$ cat config.mk
export PLATFORM = sky130hd
export DESIGN_NAME = mdio_page_bridge
export DESIGN_NICKNAME = d
export VERILOG_FILES = /design/src/rtl/mpb_pkg.sv /design/src/rtl/mpb_ctrl.sv /design/src/rtl/mpb_datapath.sv /design/src/rtl/mdio_page_bridge.sv
export SDC_FILE = /design/constraint.sdc
export NUM_CORES = 1
export LEC_CHECK = 0
export BUFFER_PORTS_ARGS = -buffer_cell sky130_fd_sc_hd__clkbuf_2
export CORE_ASPECT_RATIO = 1.75
export CORE_MARGIN = 2
export CORE_UTILIZATION = 42
export DETAILED_ROUTE_END_ITERATION = 10
export PLACE_DENSITY = 0.71
export SYNTH_ARGS = -nofsm -noshare
export SYNTH_HDL_FRONTEND = slang
export SYNTH_HIERARCHICAL = 1
export SYNTH_SLANG_ARGS = --single-unit
$ cat constraint.sdc
create_clock -name clk -period 6 [get_ports clk]
set_clock_uncertainty 0.2 [all_clocks]
set_input_delay 1.2 -clock clk [delete_from_list [all_inputs] [get_ports clk]]
set_output_delay 1.2 -clock clk [all_outputs]
set_load 0.02 [all_outputs]
$ cat src/rtl/mpb_pkg.sv
package mpb_pkg;
  // Strobes from control to datapath, valid for one cycle each
  typedef struct packed {
    logic loadPage;    // write to page register
    logic loadLow;     // hold low half and index of a write
    logic issueWr;     // launch internal write
    logic issueRd;     // launch internal read
    logic captureRd;   // take internal read data
    logic respDirect;  // answer a read from local state
  } ctlStrb_t;
endpackage

$ cat src/rtl/mpb_ctrl.sv
module mpb_ctrl
  import mpb_pkg::*;
#(
  parameter int IDX_W = 4,
  parameter int REG_W = 5
) (
  input  logic             clk,
  input  logic             rstN,
  input  logic             mdioReq,
  input  logic             mdioWrite,
  input  logic [REG_W-1:0] mdioReg,
  output ctlStrb_t         strb
);
  localparam logic [REG_W-1:0] HI_REG   = REG_W'(2 ** IDX_W);
  localparam logic [REG_W-1:0] PAGE_REG = REG_W'(2 ** REG_W - 1);

  typedef enum logic [1:0] {IDLE, RD_BUS, RD_CAP} ctlState_t;
  ctlState_t state, stateNxt;

  logic isLow, isHi, isPage;
  assign isLow  = mdioReg < HI_REG;
  assign isHi   = mdioReg == HI_REG;
  assign isPage = mdioReg == PAGE_REG;

  always_comb begin
    strb     = '0;
    stateNxt = state;
    case (state)
      IDLE: begin
        if (mdioReq) begin
          if (mdioWrite) begin
            strb.loadPage = isPage;
            strb.loadLow  = isLow;
            strb.issueWr  = isHi;
          end else if (isLow) begin
            strb.issueRd = 1'b1;
            stateNxt     = RD_BUS;
          end else begin
            strb.respDirect = 1'b1;
          end
        end
      end
      RD_BUS: stateNxt = RD_CAP;
      RD_CAP: begin
        strb.captureRd = 1'b1;
        stateNxt       = IDLE;
      end
      default: stateNxt = IDLE;
    endcase
  end

  always_ff @(posedge clk) begin
    if (!rstN) state <= IDLE;
    else       state <= stateNxt;
  end


  unused_quiet_chk: assert property (@(posedge clk) disable iff (!rstN)
    (mdioReq && mdioReg > HI_REG && mdioReg != PAGE_REG)
      |-> !(strb.loadPage || strb.loadLow || strb.issueWr || strb.issueRd));
endmodule

$ cat src/rtl/mpb_datapath.sv
module mpb_datapath
  import mpb_pkg::*;
#(
  parameter int PAGE_W = 10,
  parameter int IDX_W  = 4,
  parameter int HALF_W = 16,
  parameter int REG_W  = 5
) (
  input  logic                      clk,
  input  logic                      rstN,
  input  ctlStrb_t                  strb,
  input  logic [REG_W-1:0]          mdioReg,
  input  logic [HALF_W-1:0]         mdioWdata,
  output logic [HALF_W-1:0]         mdioRdata,
  output logic                      mdioRvalid,
  output logic [PAGE_W+IDX_W+1:0]   busAddr,
  output logic [2*HALF_W-1:0]       busWdata,
  output logic                      busWe,
  output logic                      busRe,
  input  logic [2*HALF_W-1:0]       busRdata
);
  localparam logic [REG_W-1:0] HI_REG   = REG_W'(2 ** IDX_W);
  localparam logic [REG_W-1:0] PAGE_REG = REG_W'(2 ** REG_W - 1);

  logic [PAGE_W-1:0] page;
  logic [HALF_W-1:0] loHold;
  logic [IDX_W-1:0]  wrIdx;
  logic [HALF_W-1:0] hiHold;
  logic [HALF_W-1:0] directData;

  always_comb begin
    if (mdioReg == HI_REG)        directData = hiHold;
    else if (mdioReg == PAGE_REG) directData = HALF_W'(page);
    else                          directData = '0;
  end

  always_ff @(posedge clk) begin
    if (!rstN) begin
      page       <= '0;
      loHold     <= '0;
      wrIdx      <= '0;
      hiHold     <= '0;
      busAddr    <= '0;
      busWdata   <= '0;
      busWe      <= 1'b0;
      busRe      <= 1'b0;
      mdioRdata  <= '0;
      mdioRvalid <= 1'b0;
    end else begin
      busWe      <= strb.issueWr;
      busRe      <= strb.issueRd;
      mdioRvalid <= strb.captureRd || strb.respDirect;
      if (strb.loadPage) page <= mdioWdata[PAGE_W-1:0];
      if (strb.loadLow) begin
        loHold <= mdioWdata;
        wrIdx  <= mdioReg[IDX_W-1:0];
      end
      if (strb.issueWr) begin
        busAddr  <= {page, wrIdx, 2'b00};
        busWdata <= {mdioWdata, loHold};
      end
      if (strb.issueRd) busAddr <= {page, mdioReg[IDX_W-1:0], 2'b00};
      if (strb.captureRd) begin
        mdioRdata <= busRdata[HALF_W-1:0];
        hiHold    <= busRdata[2*HALF_W-1:HALF_W];
      end
      if (strb.respDirect) mdioRdata <= directData;
    end
  end


  we_pulse_chk: assert property (@(posedge clk) disable iff (!rstN)
    busWe |=> !busWe);

  rd_capture_chk: assert property (@(posedge clk) disable iff (!rstN)
    busRe |-> strb.captureRd == 1'b0 ##1 strb.captureRd);

  we_re_excl_chk: assert property (@(posedge clk) disable iff (!rstN)
    !(busWe && busRe));

  page_hold_chk: assert property (@(posedge clk) disable iff (!rstN)
    !strb.loadPage |=> $stable(page));
endmodule

$ cat src/rtl/mdio_page_bridge.sv
module mdio_page_bridge
  import mpb_pkg::*;
#(
  parameter int PAGE_W = 10,
  parameter int IDX_W  = 4,
  parameter int HALF_W = 16,
  parameter int REG_W  = 5
) (
  input  logic                    clk,
  input  logic                    rstN,
  input  logic                    mdioReq,
  input  logic                    mdioWrite,
  input  logic [REG_W-1:0]        mdioReg,
  input  logic [HALF_W-1:0]       mdioWdata,
  output logic [HALF_W-1:0]       mdioRdata,
  output logic                    mdioRvalid,
  output logic [PAGE_W+IDX_W+1:0] busAddr,
  output logic [2*HALF_W-1:0]     busWdata,
  output logic                    busWe,
  output logic                    busRe,
  input  logic [2*HALF_W-1:0]     busRdata
);
  ctlStrb_t strb;

  mpb_ctrl #(.IDX_W(IDX_W), .REG_W(REG_W)) u_ctrl (
    .clk(clk), .rstN(rstN), .mdioReq(mdioReq), .mdioWrite(mdioWrite),
    .mdioReg(mdioReg), .strb(strb)
  );

  mpb_datapath #(.PAGE_W(PAGE_W), .IDX_W(IDX_W), .HALF_W(HALF_W), .REG_W(REG_W)) u_dp (
    .clk(clk), .rstN(rstN), .strb(strb), .mdioReg(mdioReg), .mdioWdata(mdioWdata),
    .mdioRdata(mdioRdata), .mdioRvalid(mdioRvalid), .busAddr(busAddr),
    .busWdata(busWdata), .busWe(busWe), .busRe(busRe), .busRdata(busRdata)
  );
endmodule

==> Flow_metrics.wiki <==
{| class="wikitable"
! Metric !! Value
|-
| Outcome || finished clean
|-
| RSZ-0062 raised after global routing || false
|-
| Post-layout nets || 625
|-
| Width of the die || 83.5 um
|-
| P per Cell Area || 328 nW/um2
|-
| Buffers added on ports || 121
|-
| Startpoint kind of the worst setup timing path || primary input
|-
| Die Height || about 140 um
|-
| Kind of critical path || in2reg
|-
| Post-synthesis mux area share || 18.9%
|-
| DP Worst Slack || roughly 2.5 ns
|-
| Largest fanout on the critical path || 39
|-
| DRT iter0 DRCs || around 130
|-
| Number of inserted filler cells in the final layout || 986
|-
| Final core utilization || 54.9%
|-
| CP required || 6.13 ns
|-
| Tightest Pin Transition || 1.08 ns
|-
| Synthesized area || 4650 um2
|-
| Combined global-route utilization of all metal layers || roughly 18%
|-
| Fin. Hold Viols || 0
|-
| Setup Fix Bufs, Post-CTS || 0
|-
| Area of all sequential standard cells || 2260 um2
|-
| Cells after synthesis || 457
|-
| Post-synthesis compound-gate area fraction || around 7%
|-
| Hold bufs inserted after CTS || 0
|-
| Number of placement rows || 50
|-
| Flip-flop and latch count after synthesis || 113
|-
| Depth of the worst register-to-register path || 5
|-
| Xor and xnor fraction of the mapped netlist area || 0%
|-
| Endpoint type of the worst setup path || flop
|-
| Post-detailed-route via-to-cell ratio || approximately 5.0
|-
| Leakage power of the design || roughly 2.4 nW
|-
| Die Area || 12000 um2
|-
| Combinational family with the most area after synthesis || simple AND/OR/NAND/NOR gates
|-
| Post-detailed-route count of antenna-violating nets || 0
|-
| Worst-path clk slew || 0.05 ns
|-
| Cell area after placement || 5270 um2
|-
| Number of global-route vias before repair || around 3400
|-
| Final worst path period need || 3.12 ns
|-
| Worst slew slack as a fraction of its limit || 27.4%
|-
| Hold Startpoint || u_dp/busAddr[9]
|-
| Per-cell routed wire length || 15.3 um
|-
| Remaining global-route overflow || 0
|-
| F_max || 320 MHz
|-
| Non-filler cells in the finished layout || 711
|-
| Total Power || about 1.9 mW
|-
| Setup slack on the worst flop-to-flop path || 3.58 ns
|-
| Root Driver || sky130_fd_sc_hd__clkbuf_16
|-
| Worst-Skew Late Latency || 0.40 ns
|-
| DR DRC count || 0
|-
| Distinct cells, synth || 36
|-
| Sinks on the clock net || 113
|-
| Total area of multi-input combinational cells || between 2000 and 2500 um2
|-
| Part of the Yosys area used for sequential elements || 48.7%
|-
| Synthesized-area fraction occupied by and/or/nand/nor cells || between 20% and 30%
|-
| Critical path data arrival time || 3.25 ns
|-
| Initial cell density of the core || 43.2%
|-
| R2R Path End || u_dp/busAddr[8]
|-
| Detailed Routing Iterations Pass 1 || 4
|-
| Vias after detailed routing || roughly 3500
|-
| Initial antenna violation count || 0
|-
| Wire length of the first global-routing pass || roughly 17000 um
|-
| Inserted Diodes || 0
|-
| Post-route cell area || 5900 um2
|-
| Number of setup violations in the final report || 0
|-
| Share of layout cells above drive strength 1 || 28.1%
|-
| Hold Crit Class || reg2reg
|-
| Core region area || ~11000 um2
|-
| H-tree levels || 4
|-
| Total Neg Setup Slack || 0 ns
|-
| Final critical-path setup slack || about 2.9 ns
|-
| Worst hold path cell count || 2
|-
| Cells resized by post-CTS repair || 0
|-
| Endpoint of the worst hold-timing path || u_dp/busAddr[9]
|-
| Adder-cell share of the synthesized area || 0%
|-
| Max cap viols || 0
|-
| Final wirelength || 10900 um
|-
| Count of placed standard cells including taps || between 600 and 700
|-
| Start of the worst register-to-register path || u_ctrl/state[0]
|-
| Routability congestion estimate || roughly 0.8
|-
| Worst hold slack || 0.251 ns
|-
| Final HPWL from detailed placement || 7740 um
|-
| Syn-to-layout area delta || 27.0%
|-
| Period Utilization, post-route || 52.1%
|-
| CTS tree || yes
|-
| Final Slew Violations || 0
|-
| Largest net degree at the start of global routing || 62
|-
| Maximum count of clock buffers along a single path || 2
|-
| Inserted Clock Buffers || 17
|-
| Mapped Avg Cell Area || 10.2 um2
|-
| Synth warnings || 6
|-
| Worst VDD drop || 218 uV
|-
| Top Ports || ~120
|}
==> sequential cells by signal (all words and copies together), names as in the netlist <==
signal	flops
u_dp/page	10
u_dp/hiHold	16
u_dp/mdioRvalid	1
u_dp/loHold	16
u_dp/mdioRdata	16
u_dp/busWe	1
u_dp/wrIdx	4
u_ctrl/state	2
u_dp/busRe	1
u_dp/busAddr	14
u_dp/busWdata	32
==> worst max-delay path by stage <==
stage / from / to / slack, ns / cells after the start
3_5_place_dp: mdioReg[0] / u_dp/busAddr[13] / 2.51 / 7
5_1_grt: mdioReg[0] / u_dp/busAddr[8] / 2.75 / 7
4_1_cts: mdioReg[0] / u_dp/busAddr[8] / 2.90 / 7
6_report: mdioReg[0] / u_dp/busAddr[8] / 2.88 / 7
3_3_place_gp: mdioReg[0] / u_dp/busAddr[7] / 2.60 / 7
2_1_floorplan: mdioReg[0] / u_dp/busWdata[12] / 3.10 / 6
==> synth_stat cells <==
cell type                   instances  area, um2
sky130_fd_sc_hd__a31oi_1           10       62.6
sky130_fd_sc_hd__o21ai_1           13       65.1
sky130_fd_sc_hd__clkbuf_1          15       56.3
sky130_fd_sc_hd__bufbuf_8           1       18.8
sky130_fd_sc_hd__nor3_1             2       10.0
sky130_fd_sc_hd__buf_6              1       11.3
sky130_fd_sc_hd__a21o_1            10       75.1
sky130_fd_sc_hd__or4b_4             1       13.8
sky130_fd_sc_hd__nor2b_1           78        488
sky130_fd_sc_hd__conb_1             1       3.75
sky130_fd_sc_hd__o21ai_0            1       5.00
sky130_fd_sc_hd__nor2_1            10       37.5
sky130_fd_sc_hd__nor2_2             1       6.26
sky130_fd_sc_hd__or2_1              2       12.5
sky130_fd_sc_hd__and4bb_4           1       16.3
sky130_fd_sc_hd__and3_1             6       37.5
sky130_fd_sc_hd__dfxtp_1          113       2260
sky130_fd_sc_hd__inv_1             11       41.3
sky130_fd_sc_hd__mux2i_1           88        881
sky130_fd_sc_hd__buf_4              7       52.6
sky130_fd_sc_hd__nand2_1           24       90.1
sky130_fd_sc_hd__nand4_1           11       68.8
sky130_fd_sc_hd__and4_1             1       8.76
sky130_fd_sc_hd__nand4bb_1          1       11.3
sky130_fd_sc_hd__and3b_1            1       8.76
sky130_fd_sc_hd__nor3b_2            1       12.5
sky130_fd_sc_hd__a21boi_1          10       75.1
sky130_fd_sc_hd__clkbuf_2           1       5.00
sky130_fd_sc_hd__buf_8              1       15.0
sky130_fd_sc_hd__nand3_1           10       50.1
sky130_fd_sc_hd__and2_1             7       43.8
sky130_fd_sc_hd__o21a_1             6       45.0
sky130_fd_sc_hd__buf_2              8       40.0
sky130_fd_sc_hd__buf_1              1       3.75
sky130_fd_sc_hd__or4_1              1       7.51
sky130_fd_sc_hd__and2b_1            1       7.51
==> worst max-delay path: stages <==
cell and delay, ns:
sky130_fd_sc_hd__clkbuf_2 0.12, sky130_fd_sc_hd__or4_1 0.56, sky130_fd_sc_hd__nor3_2 0.13, sky130_fd_sc_hd__buf_4 0.55, sky130_fd_sc_hd__or2_1 0.40, sky130_fd_sc_hd__nand2_1 0.09
sky130_fd_sc_hd__a21boi_1 0.16
==> cell usage in the layout (no fill, tap or decap), types with 3 or more instances in the layout <==
master	instances
sky130_fd_sc_hd__and3_1	6
sky130_fd_sc_hd__nor2_2	3
sky130_fd_sc_hd__a21o_1	10
sky130_fd_sc_hd__a31oi_1	10
sky130_fd_sc_hd__nor2b_1	78
sky130_fd_sc_hd__buf_4	5
sky130_fd_sc_hd__dfxtp_1	113
sky130_fd_sc_hd__o21a_1	6
sky130_fd_sc_hd__a21boi_1	10
sky130_fd_sc_hd__and2_1	7
sky130_fd_sc_hd__clkbuf_8	3
sky130_fd_sc_hd__clkbuf_2	121
sky130_fd_sc_hd__nand4_1	11
sky130_fd_sc_hd__nand2_1	24
sky130_fd_sc_hd__bufinv_16	4
sky130_fd_sc_hd__mux2i_1	88
sky130_fd_sc_hd__nand3_1	10
sky130_fd_sc_hd__clkbuf_16	17
sky130_fd_sc_hd__nor2_1	8
sky130_fd_sc_hd__inv_1	11
sky130_fd_sc_hd__o21ai_1	13
sky130_fd_sc_hd__clkbuf_1	3
==> where the power goes <==
part | internal, mW | switching, mW | total [mW]
logic | 0.0451 | 0.0582 | 0.103
registers | 0.764 | 0.00708 | 0.771
clock network | 0.727 | 0.335 | 1.06
total | 1.54 | 0.400 | 1.94
==> cell type report <==
cell class                 instances  area share [%]
clock buffer                      23            8.10
multi-input combinational        299            36.6
inverter                          11           0.699
clock inverter                     9            2.61
sequential                       113            38.3
tap                              130            2.76
timing repair buffer             126            10.9
==> layer usage <==
layer  part of all wire [%]  track usage, %
met3                    4.2            4.28
met5                      0               0
met4                    3.5            11.2
met2                     53            33.1
met1                     39            19.4
==> logic make-up after synthesis <==
| group | count (synthesis) |
|---|---|
| AND/OR/NAND/NOR | 159 |
| other | 1 |
| flip-flops | 113 |
| AO/OA/AOI/OAI | 50 |
| buffers and inverters | 46 |
| multiplexers | 88 |
(Power assumes the default switching activity.)
